[config.mk]
export PLATFORM = sky130hd
export DESIGN_NAME = irq_sysreg_unit
export DESIGN_NICKNAME = d
export VERILOG_FILES = /design/src/rtl/irqsys_pkg.sv /design/src/rtl/sysinst_decode.sv /design/src/rtl/irq_prio_enc.sv /design/src/rtl/irq_sysregs.sv /design/src/rtl/irq_sysreg_unit.sv
export SDC_FILE = /design/constraint.sdc
export NUM_CORES = 1
export LEC_CHECK = 0
export ABC_AREA = 0
export BUFFER_PORTS_ARGS = -buffer_cell sky130_fd_sc_hd__buf_4
export CAP_MARGIN = 20
export CORE_MARGIN = 1
export CORE_UTILIZATION = 44
export DETAILED_ROUTE_END_ITERATION = 8
export PLACE_DENSITY = 0.82
export SETUP_SLACK_MARGIN = 0.15
export SLEW_MARGIN = 20
export SYNTH_ARGS = -nofsm -noshare
export SYNTH_HDL_FRONTEND = slang
export SYNTH_SLANG_ARGS = --single-unit
[constraint.sdc]
create_clock -name clk -period 1.7 [get_ports clk]
set_input_delay 0 -clock clk [delete_from_list [all_inputs] [get_ports clk]]
set_output_delay 0 -clock clk [all_outputs]
set_load 0.02 [all_outputs]
[src/rtl/irqsys_pkg.sv]
package irqsys_pkg;

    localparam logic [3:0] OP_SYSTEM  = 4'hF;
    localparam logic [3:0] SUB_INTRET = 4'h1;
    localparam logic [3:0] SUB_SREAD  = 4'h2;
    localparam logic [3:0] SUB_SWRITE = 4'h3;

    typedef enum logic [3:0] {
        SR_CTL     = 4'd0,
        SR_HANDLER = 4'd1,
        SR_RETADDR = 4'd2,
        SR_CAUSE   = 4'd3
    } sreg_e;

    typedef struct packed {
        logic       intret;
        logic       sread;
        logic       swrite;
        logic [3:0] gpr;
        logic [3:0] sreg;
    } sysop_t;

    function automatic logic is_sreg(input logic [3:0] n, input sreg_e which);
        return n == which;
    endfunction

endpackage

[src/rtl/sysinst_decode.sv]
module sysinst_decode
    import irqsys_pkg::*;
(
    input  logic        inst_valid,
    input  logic [31:0] inst,
    output sysop_t      op
);
    logic       sys_hit;
    logic [3:0] sub;
    logic       low16_zero;

    assign sys_hit    = inst_valid && (inst[31:28] == OP_SYSTEM);
    assign sub        = inst[27:24];
    assign low16_zero = (inst[15:0] == 16'h0000);

    always_comb begin
        op        = '0;
        op.intret = sys_hit && (sub == SUB_INTRET) && (inst[23:0] == 24'h0);
        op.sread  = sys_hit && (sub == SUB_SREAD)  && low16_zero;
        op.swrite = sys_hit && (sub == SUB_SWRITE) && low16_zero;
        if (sub == SUB_SREAD) begin
            op.gpr  = inst[23:20];
            op.sreg = inst[19:16];
        end else begin
            op.sreg = inst[23:20];
            op.gpr  = inst[19:16];
        end
    end
endmodule

[src/rtl/irq_prio_enc.sv]
module irq_prio_enc #(
    parameter int N_SRC = 3,
    parameter int ID_W  = 4
) (
    input  logic [N_SRC-1:0] req,
    output logic             any,
    output logic [ID_W-1:0]  id
);
    localparam logic [ID_W-1:0] ID_NONE = '1;

    logic [N_SRC:0]       below;
    logic [N_SRC-1:0]     hit;
    logic [ID_W-1:0]      part [N_SRC+1];

    assign below[0] = 1'b0;
    assign part[0]  = '0;

    for (genvar g = 0; g < N_SRC; g++) begin : g_chain
        assign below[g+1] = below[g] | req[g];
        assign hit[g]     = req[g] & ~below[g];
        assign part[g+1]  = part[g] | (hit[g] ? ID_W'(g + 1) : '0);
    end

    assign any = below[N_SRC];
    assign id  = any ? part[N_SRC] : ID_NONE;

    initial begin
        if (N_SRC + 1 >= (1 << ID_W)) $error("source count does not fit ID_W");
    end
endmodule

[src/rtl/irq_sysregs.sv]
module irq_sysregs
    import irqsys_pkg::*;
#(
    parameter int               XLEN          = 32,
    parameter int               ID_W          = 4,
    parameter logic [XLEN-1:0]  HANDLER_RESET = 32'h0000_0010
) (
    input  logic            clk,
    input  logic            rst,
    input  sysop_t          op,
    input  logic [XLEN-1:0] wval,
    input  logic            take,
    input  logic [ID_W-1:0] take_id,
    input  logic [XLEN-1:0] take_ret,
    output logic            ie,
    output logic [XLEN-1:0] handler,
    output logic [XLEN-1:0] retaddr,
    output logic [XLEN-1:0] rdata
);
    logic            ie_q, oie_q, ie_n, oie_n;
    logic [XLEN-1:0] handler_q, handler_n, ret_q, ret_n;
    logic [ID_W-1:0] cause_q, cause_n;
    logic            wr_ctl, wr_hnd, wr_ret, wr_cause;

    assign wr_ctl   = op.swrite && is_sreg(op.sreg, SR_CTL);
    assign wr_hnd   = op.swrite && is_sreg(op.sreg, SR_HANDLER);
    assign wr_ret   = op.swrite && is_sreg(op.sreg, SR_RETADDR);
    assign wr_cause = op.swrite && is_sreg(op.sreg, SR_CAUSE);

    // Instruction effect first, interrupt update applied on top.
    always_comb begin
        ie_n  = ie_q;
        oie_n = oie_q;
        if (op.intret) ie_n = oie_q;
        if (wr_ctl) begin
            ie_n  = wval[0];
            oie_n = wval[1];
        end
        if (take) begin
            oie_n = ie_n;
            ie_n  = 1'b0;
        end
        handler_n = wr_hnd ? wval : handler_q;
        ret_n     = take ? take_ret : (wr_ret ? wval : ret_q);
        cause_n   = take ? take_id  : (wr_cause ? wval[ID_W-1:0] : cause_q);
    end

    always_ff @(posedge clk) begin
        if (rst) begin
            ie_q      <= 1'b0;
            oie_q     <= 1'b0;
            handler_q <= HANDLER_RESET;
            ret_q     <= '0;
            cause_q   <= '0;
        end else begin
            ie_q      <= ie_n;
            oie_q     <= oie_n;
            handler_q <= handler_n;
            ret_q     <= ret_n;
            cause_q   <= cause_n;
        end
    end

    always_comb begin
        rdata = '0;
        case (op.sreg)
            SR_CTL:     rdata = {{(XLEN-2){1'b0}}, oie_q, ie_q};
            SR_HANDLER: rdata = handler_q;
            SR_RETADDR: rdata = ret_q;
            SR_CAUSE:   rdata = {{(XLEN-ID_W){1'b0}}, cause_q};
            default:    rdata = '0;
        endcase
    end

    assign ie      = ie_q;
    assign handler = handler_q;
    assign retaddr = ret_q;

    AST_TAKE_STACKS_IE: assert property (@(posedge clk) disable iff (rst)
        (take && !op.intret && !wr_ctl) |=> (!ie_q && oie_q == $past(ie_q)));
    AST_INTRET_RESTORES: assert property (@(posedge clk) disable iff (rst)
        (op.intret && !take) |=> (ie_q == $past(oie_q) && oie_q == $past(oie_q)));
    AST_CONFLICT_ORDER: assert property (@(posedge clk) disable iff (rst)
        (take && wr_ctl) |=> (!ie_q && oie_q == $past(wval[0])));
    AST_HANDLER_HOLDS: assert property (@(posedge clk) disable iff (rst)
        !wr_hnd |=> $stable(handler_q));
    AST_RESERVED_READ_ZERO: assert property (@(posedge clk) disable iff (rst)
        (op.sread && op.sreg > 4'd3) |-> (rdata == '0));
endmodule

[src/rtl/irq_sysreg_unit.sv]
module irq_sysreg_unit
    import irqsys_pkg::*;
#(
    parameter int               XLEN          = 32,
    parameter int               N_SRC         = 3,
    parameter int               ID_W          = 4,
    parameter logic [XLEN-1:0]  HANDLER_RESET = 32'h0000_0010
) (
    input  logic             clk,
    input  logic             rst,
    input  logic [N_SRC-1:0] irq_src,
    input  logic             inst_valid,
    input  logic [31:0]      inst,
    input  logic [XLEN-1:0]  src_val,
    input  logic [XLEN-1:0]  next_pc,
    input  logic             slot_bubble,
    output logic [ID_W-1:0]  irq_id,
    output logic             irq_take,
    output logic             redirect_valid,
    output logic [XLEN-1:0]  redirect_pc,
    output logic             sr_read_valid,
    output logic [3:0]       sr_read_dst,
    output logic [XLEN-1:0]  sr_read_data
);
    sysop_t          op;
    logic            any_req, ie;
    logic [XLEN-1:0] handler, retaddr, take_ret;

    sysinst_decode u_dec (
        .inst_valid (inst_valid),
        .inst       (inst),
        .op         (op)
    );

    irq_prio_enc #(.N_SRC(N_SRC), .ID_W(ID_W)) u_prio (
        .req (irq_src),
        .any (any_req),
        .id  (irq_id)
    );

    assign irq_take = !rst && ie && any_req && !slot_bubble;
    assign take_ret = op.intret ? retaddr : next_pc;

    irq_sysregs #(.XLEN(XLEN), .ID_W(ID_W), .HANDLER_RESET(HANDLER_RESET)) u_regs (
        .clk      (clk),
        .rst      (rst),
        .op       (op),
        .wval     (src_val),
        .take     (irq_take),
        .take_id  (irq_id),
        .take_ret (take_ret),
        .ie       (ie),
        .handler  (handler),
        .retaddr  (retaddr),
        .rdata    (sr_read_data)
    );

    assign redirect_valid = irq_take || op.intret;
    assign redirect_pc    = irq_take ? handler : retaddr;
    assign sr_read_valid  = op.sread;
    assign sr_read_dst    = op.gpr;

    AST_TAKE_SAVES_RET: assert property (@(posedge clk) disable iff (rst)
        (irq_take && !op.intret) |=> (retaddr == $past(next_pc)));
    AST_BUBBLE_HOLDS_RET: assert property (@(posedge clk) disable iff (rst)
        (slot_bubble && !(op.swrite && op.sreg == SR_RETADDR)) |=> $stable(retaddr));
    AST_NESTED_RET_KEPT: assert property (@(posedge clk) disable iff (rst)
        (irq_take && op.intret) |=> $stable(retaddr));
endmodule

==> results of run 1 <==
==> power by group <==
group / total, mW / switching (mW) / leakage (nW) / internal [mW]
clock network: 1.49 / 0.656 / 0.0998 / 0.831
registers: 1.64 / 0.00000000351 / 0.564 / 1.64
logic: 0.545 / 0.217 / 2.50 / 0.329
total: 3.67 / 0.873 / 3.16 / 2.80
==> final cells by class <==
cell class | count | share of cell area (%)
multi-input combinational | 414 | 38.1
timing repair buffer | 274 | 37.4
sequential | 70 | 19.0
tap | 129 | 2.18
clock buffer | 11 | 1.78
clock inverter | 5 | 1.13
inverter | 6 | 0.473
==> state kept, by name, summed over array words and instances (netlist names) <==
signal,flops
u_regs.retaddr,32
u_regs.handler,32
u_regs.oie_q,1
u_regs.cause_q,4
u_regs.ie,1
==> metrics by stage <==
stage               setup TNS [ps]  total power [mW]  area (um^2)  hold slack [ps]  instances
floorplan                     -593              1.83         4420             36.0        531
global placement              -864              2.10         6020              221        839
detailed placement           -6820              2.11         6020              234        839
CTS                          -3630              3.64         6990             29.1        899
global route                 -9700              3.81         7400             60.7        909
finish                       -5410              3.67         7400             50.5        909
==> synth_stat cells, types with 2 or more instances <==
cell,count,area [um^2]
nand2_1,102,383
nor2_1,98,368
dfxtp_1,70,1400
mux2i_1,69,691
nand2b_1,33,206
or3_1,33,206
a22o_1,28,245
clkbuf_1,20,75.1
buf_6,10,113
mux2_2,7,78.8
buf_1,5,18.8
inv_1,5,18.8
nor4_1,5,31.3
a22oi_1,4,30.0
buf_2,4,20.0
nor3_1,4,20.0
nor4b_1,4,35.0
nor4_4,3,63.8
a211oi_1,2,15.0
a21o_1,2,15.0
a222oi_1,2,20.0
buf_4,2,15.0
nor2b_1,2,12.5
nor4b_4,2,47.6
nor4bb_1,2,20.0
==> kinds of logic (layout without fill, tap and decap cells) <==
kind of cell / after synthesis / after routing
simple gates: 296 / 296
mux: 77 / 77
flops: 70 / 70
buf+inv: 47 / 296
compound gates: 41 / 41
==> final timing paths <==
| path | startpoint | end | slack, ps |
|---|---|---|---|
| setup / recovery | u_regs.ie | u_regs.retaddr[29] | -210 |
| hold / removal | next_pc[26] | u_regs.retaddr[26] | 50 |
| setup reg to reg | u_regs.ie | u_regs.retaddr[29] | -210 |
| hold reg to reg | u_regs.retaddr[12] | u_regs.retaddr[12] | 500 |
==> routing by layer <==
metal	vias up	share of wire, %	GRT usage, %
met5	-	0	0
met4	0	2.6	11.3
met3	42	6.9	7.35
met2	284	52	52.0
met1	2401	39	33.9
li1	2309	-	-
==> critical path: stages, from the launching register on <==
cell      delay, ps
dfxtp_2         340
or4b_4          550
clkinv_8        120
buf_12          110
buf_16          110
nor2_1           30
or3_1           350
mux2i_1         200
==> repair_timing <==
action,in CTS,in global routing
pin swaps,3,28
endpoints found under the hold margin,35,0
resized for setup,51,65
buffers inserted,4,5
gates cloned,7,5
hold buffers,33,0
endpoints found under the setup margin,88,120
==> out/results.tsv, run 1 <==
stage	metric	value	unit
outcome	outcome	complete, but fails checks	
outcome	failing checks	negative setup slack	
place	RD Place Congestion	0.872	
final_layout	commonest non-fill, non-tap cell in the layout	buf_4	
final_layout	Reg area	1400	um^2
min_path	Worst Hold Depth	4	
timing	achievable frequency	524	MHz
run	max_cap viols	0	
routing	detailed-route wire length per cell	17.5	um
global_route	initial antenna violation count	0	
synth	Post-Synth XOR/XNOR Area	0	%
synth	post-synthesis adder-cell area fraction	0	%
clocking	TritonCTS clock tree	done	
final_layout	most frequent cells in the layout	buf_4 (147), nor2_1 (97), nand2_1 (71)	
routing	final WL	15900	um
synth	ys flop type	dfxtp_1	
setup_path	critical path launch point type	flip-flop	
clocking	Sinks on Clock Net	70	
clocking	Worst-Skew Late Latency	340	ps
floorplan	die area	10100	um^2
setup_path	R2R cell count	7	
timing	final count of hold timing violations	0	
final_layout	fin util	79.3	%
synth	FFs w/ async S/R, synth	0	%
synth	yosys warns	0	
clocking	H-tree levels	3	
timing	Tightest Pin Transition	823	ps
setup_path	Worst Setup End Kind	flip-flop	
place	hpwl dp	9170	um
setup_path	Worst EP required	1950	ps
global_route	global-route wire length before repair	23400	um
clocking	Inserted Clock Buffers	9	
final_layout	n_diodes	0	
floorplan	Starting Density	45.9	%
routing	initial drt markers	259	
floorplan	chip height	101	um
timing	final worst slack	-207	ps
timing	fin crit share	112	%
synth	mean post-synth cell area	8.06	um^2
final_layout	final net count	878	
global_route	vias in the first global route	4986	
synth	mux cell area share after synthesis	18.3	%
routing	DRC violations left	0	
synth	number of flops mapped to enable cells by yosys	0	
global_route	largest net degree at the start of global routing	100	
synth	mapped cell area	4280	um^2
timing	Min Clock Period, post-route	1910	ps
routing	number of detailed-route iterations in the first pass	5	
floorplan	Cell Rows	35	
timing	RSZ-0062 raised after global routing	yes	
global_route	grt total ovfl	0	
power_and_ir_drop	VDD IR max	390	uV
floorplan	Core ar.	9330	um^2
timing	Max Slew Vio Count	0	
synth	post-synthesis compound-gate area fraction	8.12	%
setup_path	Critical Path AT	2160	ps
clocking	Root Driver	clkbuf_8	
power_and_ir_drop	leakage power	3.16	nW
final_layout	Layout area overhead	72.9	%
routing	vias after detailed routing	5036	
routing	Routed Antenna Nets	0	
min_path	HP Class	in2reg	
setup_path	Crit Path Max Fanout	6	
clocking	CTS Buffer Depth	2	
synth	sequential share of the synthesized area	32.7	%
setup_path	Crit Path Category	reg2reg	
place	I/O Buffers	177	
final_layout	multi-input combinational cell area	2820	um^2
synth	simple logic cell fraction of the synthesized area	34.7	%
synth	combinational family with the most area after synthesis	simple AND/OR/NAND/NOR gates	
routing	vias per cell	5.54	
synth	syn_nets	634	
floorplan	num ports	178	
power_and_ir_drop	pwr/cell area	496	nW/um^2
final_layout	layout cells sized above 1	41.0	%
synth	post-synthesis instance total	531	
timing	skew final	5.00	ps
floorplan	Die X	101	um
synth	Distinct cells, synth	38	
place	setup slack at placement	-174	ps
final_layout	# fillers	561	
clocking	clock-pin slew on the worst setup and hold paths	80	ps
timing	Rel. slew slack	45.2	%
synth	synthesis-stage register bit count	70	
global_route	Global Route Usage Sum	29.3	%
timing	final setup vio count	66	
Power figures use the tool's default switching activity.
==> run 2: changes to the inputs <==
--- a/config.mk
+++ b/config.mk
@@ -10,6 +10,7 @@
 export CAP_MARGIN = 20
 export CORE_MARGIN = 1
 export CORE_UTILIZATION = 44
+export CTS_BUF_LIST = sky130_fd_sc_hd__clkbuf_16
 export DETAILED_ROUTE_END_ITERATION = 8
 export PLACE_DENSITY = 0.82
 export SETUP_SLACK_MARGIN = 0.15
==> constraint.sdc (replaced) <==
create_clock -name clk -period 1.7 [get_ports clk]
set_input_delay 0.085 -clock clk [delete_from_list [all_inputs] [get_ports clk]]
set_output_delay 0.085 -clock clk [all_outputs]
set_load 0.02 [all_outputs]
==> run 2 against run 1 <==
The flow still finishes with violations (negative setup slack). Global-route usage rose by 0.64 points. Clock-buffer cell count shrank 2. Design area up 1.2%. First-iteration DRC count is 3.9% higher. Register-to-register slack improved by 60 ps. Critical path type is now reg2out. Largest power group is now the clock network.
==> out/results.tsv, run 2 (synthesis gave the netlist of run 1 again) <==
stage	metric	value	unit	change
global_route	initial antenna violation count	0		unchanged
place	RD Place Congestion	0.849		was 0.872
floorplan	Die X	101	um	unchanged
timing	Min Clock Period, post-route	1900	ps	was 1910 ps
setup_path	worst reg2reg setup slack	-150	ps	was -210 ps
clocking	Inserted Clock Buffers	9		unchanged
floorplan	Core ar.	9330	um^2	unchanged
outcome	outcome	complete, but fails checks		unchanged
floorplan	Starting Density	45.9	%	unchanged
setup_path	CP Buf/Inv Count	4		was 3
setup_path	worst stage delay on the critical path	540	ps	was 550 ps
routing	vias per cell	5.68		was 5.54
final_layout	final net count	852		was 878
final_layout	commonest non-fill, non-tap cell in the layout	buf_4		unchanged
power_and_ir_drop	VDD IR max	537	uV	was 390 uV
power_and_ir_drop	pwr/cell area	592	nW/um^2	was 496 nW/um^2
final_layout	fin util	80.3	%	was 79.3%
global_route	Global Route Usage Sum	30.0	%	was 29.3%
power_and_ir_drop	leakage power	3.33	nW	was 3.16 nW
global_route	vias in the first global route	4903		was 4986
timing	skew final	6.24	ps	was 5.00 ps
place	I/O Buffers	177		unchanged
clocking	TritonCTS clock tree	done		unchanged
routing	final WL	16800	um	was 15900 um
clocking	Sinks on Clock Net	70		unchanged
timing	final count of hold timing violations	0		unchanged
setup_path	Crit Path Category	reg2out		was reg2reg
place	hpwl dp	8990	um	was 9170 um
routing	number of detailed-route iterations in the first pass	5		unchanged
clocking	Root Driver	clkbuf_16		was clkbuf_8
timing	RSZ-0062 raised after global routing	yes		unchanged
setup_path	Crit path top cell by count	buf_12		
setup_path	CP cell instances	or4b_4 -> inv_8 -> buf_12 -> buf_12 -> nand2_4 -> nand2_2 -> buf_6		was or4b_4 -> clkinv_8 -> buf_12 -> buf_16 -> nor2_1 -> or3_1 -> mux2i_1
min_path	HP Class	in2reg		unchanged
final_layout	n_diodes	0		unchanged
setup_path	critical path launch point type	flip-flop		unchanged
final_layout	Non-Filler Instances	883		was 909
timing	minimum hold slack	8.76	ps	was 50.5 ps
timing	Tightest Pin Transition	867	ps	was 823 ps
run	max_cap viols	0		unchanged
routing	Routed Antenna Nets	0		unchanged
setup_path	Worst EP required	1620	ps	was 1950 ps
floorplan	Cell Rows	35		unchanged
routing	detailed-route wire length per cell	19.0	um	was 17.5 um
final_layout	layout cells sized above 1	46.6	%	was 41.0%
setup_path	family with the most delay on the worst path	simple AND/OR/NAND/NOR gates		unchanged
power_and_ir_drop	total power	4.43	mW	was 3.67 mW
floorplan	chip height	101	um	unchanged
clocking	CTS Buffer Depth	2		unchanged
global_route	grt total ovfl	0		unchanged
final_layout	Layout area overhead	74.9	%	was 72.9%
floorplan	die area	10100	um^2	unchanged
setup_path	Crit Path Max Fanout	7		was 6
outcome	failing checks	negative setup slack		unchanged
timing	fin crit share	112	%	about the same
clocking	clock-pin slew on the worst setup and hold paths	60	ps	was 80 ps
global_route	largest net degree at the start of global routing	100		unchanged
timing	Max Slew Vio Count	0		unchanged
place	placed instance count	834		was 839
timing	Rel. slew slack	42.2	%	was 45.2%
setup_path	Critical Path AT	1820	ps	was 2160 ps
setup_path	Worst Setup End Kind	output port		was flip-flop
timing	final worst slack	-202	ps	was -207 ps
timing	final setup vio count	99		was 66
timing	achievable frequency	526	MHz	was 524 MHz
clocking	Worst-Skew Late Latency	320	ps	was 340 ps
clocking	H-tree levels	3		unchanged
final_layout	most frequent cells in the layout	buf_4 (149), nor2_1 (98), buf_6 (73)		was buf_4 (147), nor2_1 (97), nand2_1 (71)
routing	initial drt markers	269		was 259
floorplan	num ports	178		unchanged
routing	DRC violations left	0		unchanged
routing	vias after detailed routing	5014		was 5036
place	setup slack at placement	-236	ps	was -174 ps
global_route	global-route wire length before repair	23800	um	was 23400 um
setup_path	CP max-delay cell	or4b_4		unchanged
## run 2: changes by cell type in the layout (fill, tap and decap cells not counted), moves of 5 or more
cell	before	now
dlygate4sd3_1	33	0
clkbuf_8	9	0
nand2_1	71	55
nand2_2	31	40
clkbuf_16	4	11
buf_6	68	73
nand2_4	0	7
## run 2: worst paths after layout
check | from | endpoint | depth (start not counted)
max reg2reg | u_regs.ie | u_regs.retaddr[18] | 7
min | src_val[28] | u_regs.handler[28] | 3
min reg2reg | u_regs.retaddr[8] | u_regs.retaddr[8] | 2
max | u_regs.ie | redirect_pc[1] | 7
## run 2: layout make-up
class                           count  area [um^2]
Clock buffer                        9          225
Clock inverter                      7          136
Fill cell                         542         1840
Inverter                            6         30.0
Multi-Input combinational cell    414         3000
Sequential cell                    70         1400
Tap cell                          129          161
Timing Repair Buffer              248         2540
## run 2: what timing repair did
action	in CTS	in global routing
gates resized for setup	119	44
hold buffers	0	0
buffers inserted	17	3
pin swaps	28	17
cloned	11	2
endpoints found under the setup margin	100	136
## run 2: routing by layer
metal / vias to the layer above / track usage [%] / part of all wire, %
met5: - / 0 / 0
met4: 0 / 13.5 / 3.9
met3: 71 / 5.20 / 7.5
met2: 314 / 53.2 / 51
met1: 2369 / 35.2 / 38
li1: 2260 / - / -
## run 2: tightest hold or removal path, cell delays in order
cell and delay (ps):
buf_4 90, mux2i_1 60, nor2_1 70
## run 2: power by group
part | switching, mW | internal (mW)
registers | 0.00000000414 | 1.64
logic | 0.217 | 0.295
clock network | 0.705 | 1.57
## run 2: through the flow
| stage | setup TNS, ps | area (um^2) |
|---|---|---|
| after CTS | -7800 | 7200 |
| final | -10640 | 7490 |
| after global placement | -9420 | 5980 |
| after detailed placement | -13330 | 5980 |
| after global routing | -15800 | 7490 |
| after floorplan | -593 | 4440 |
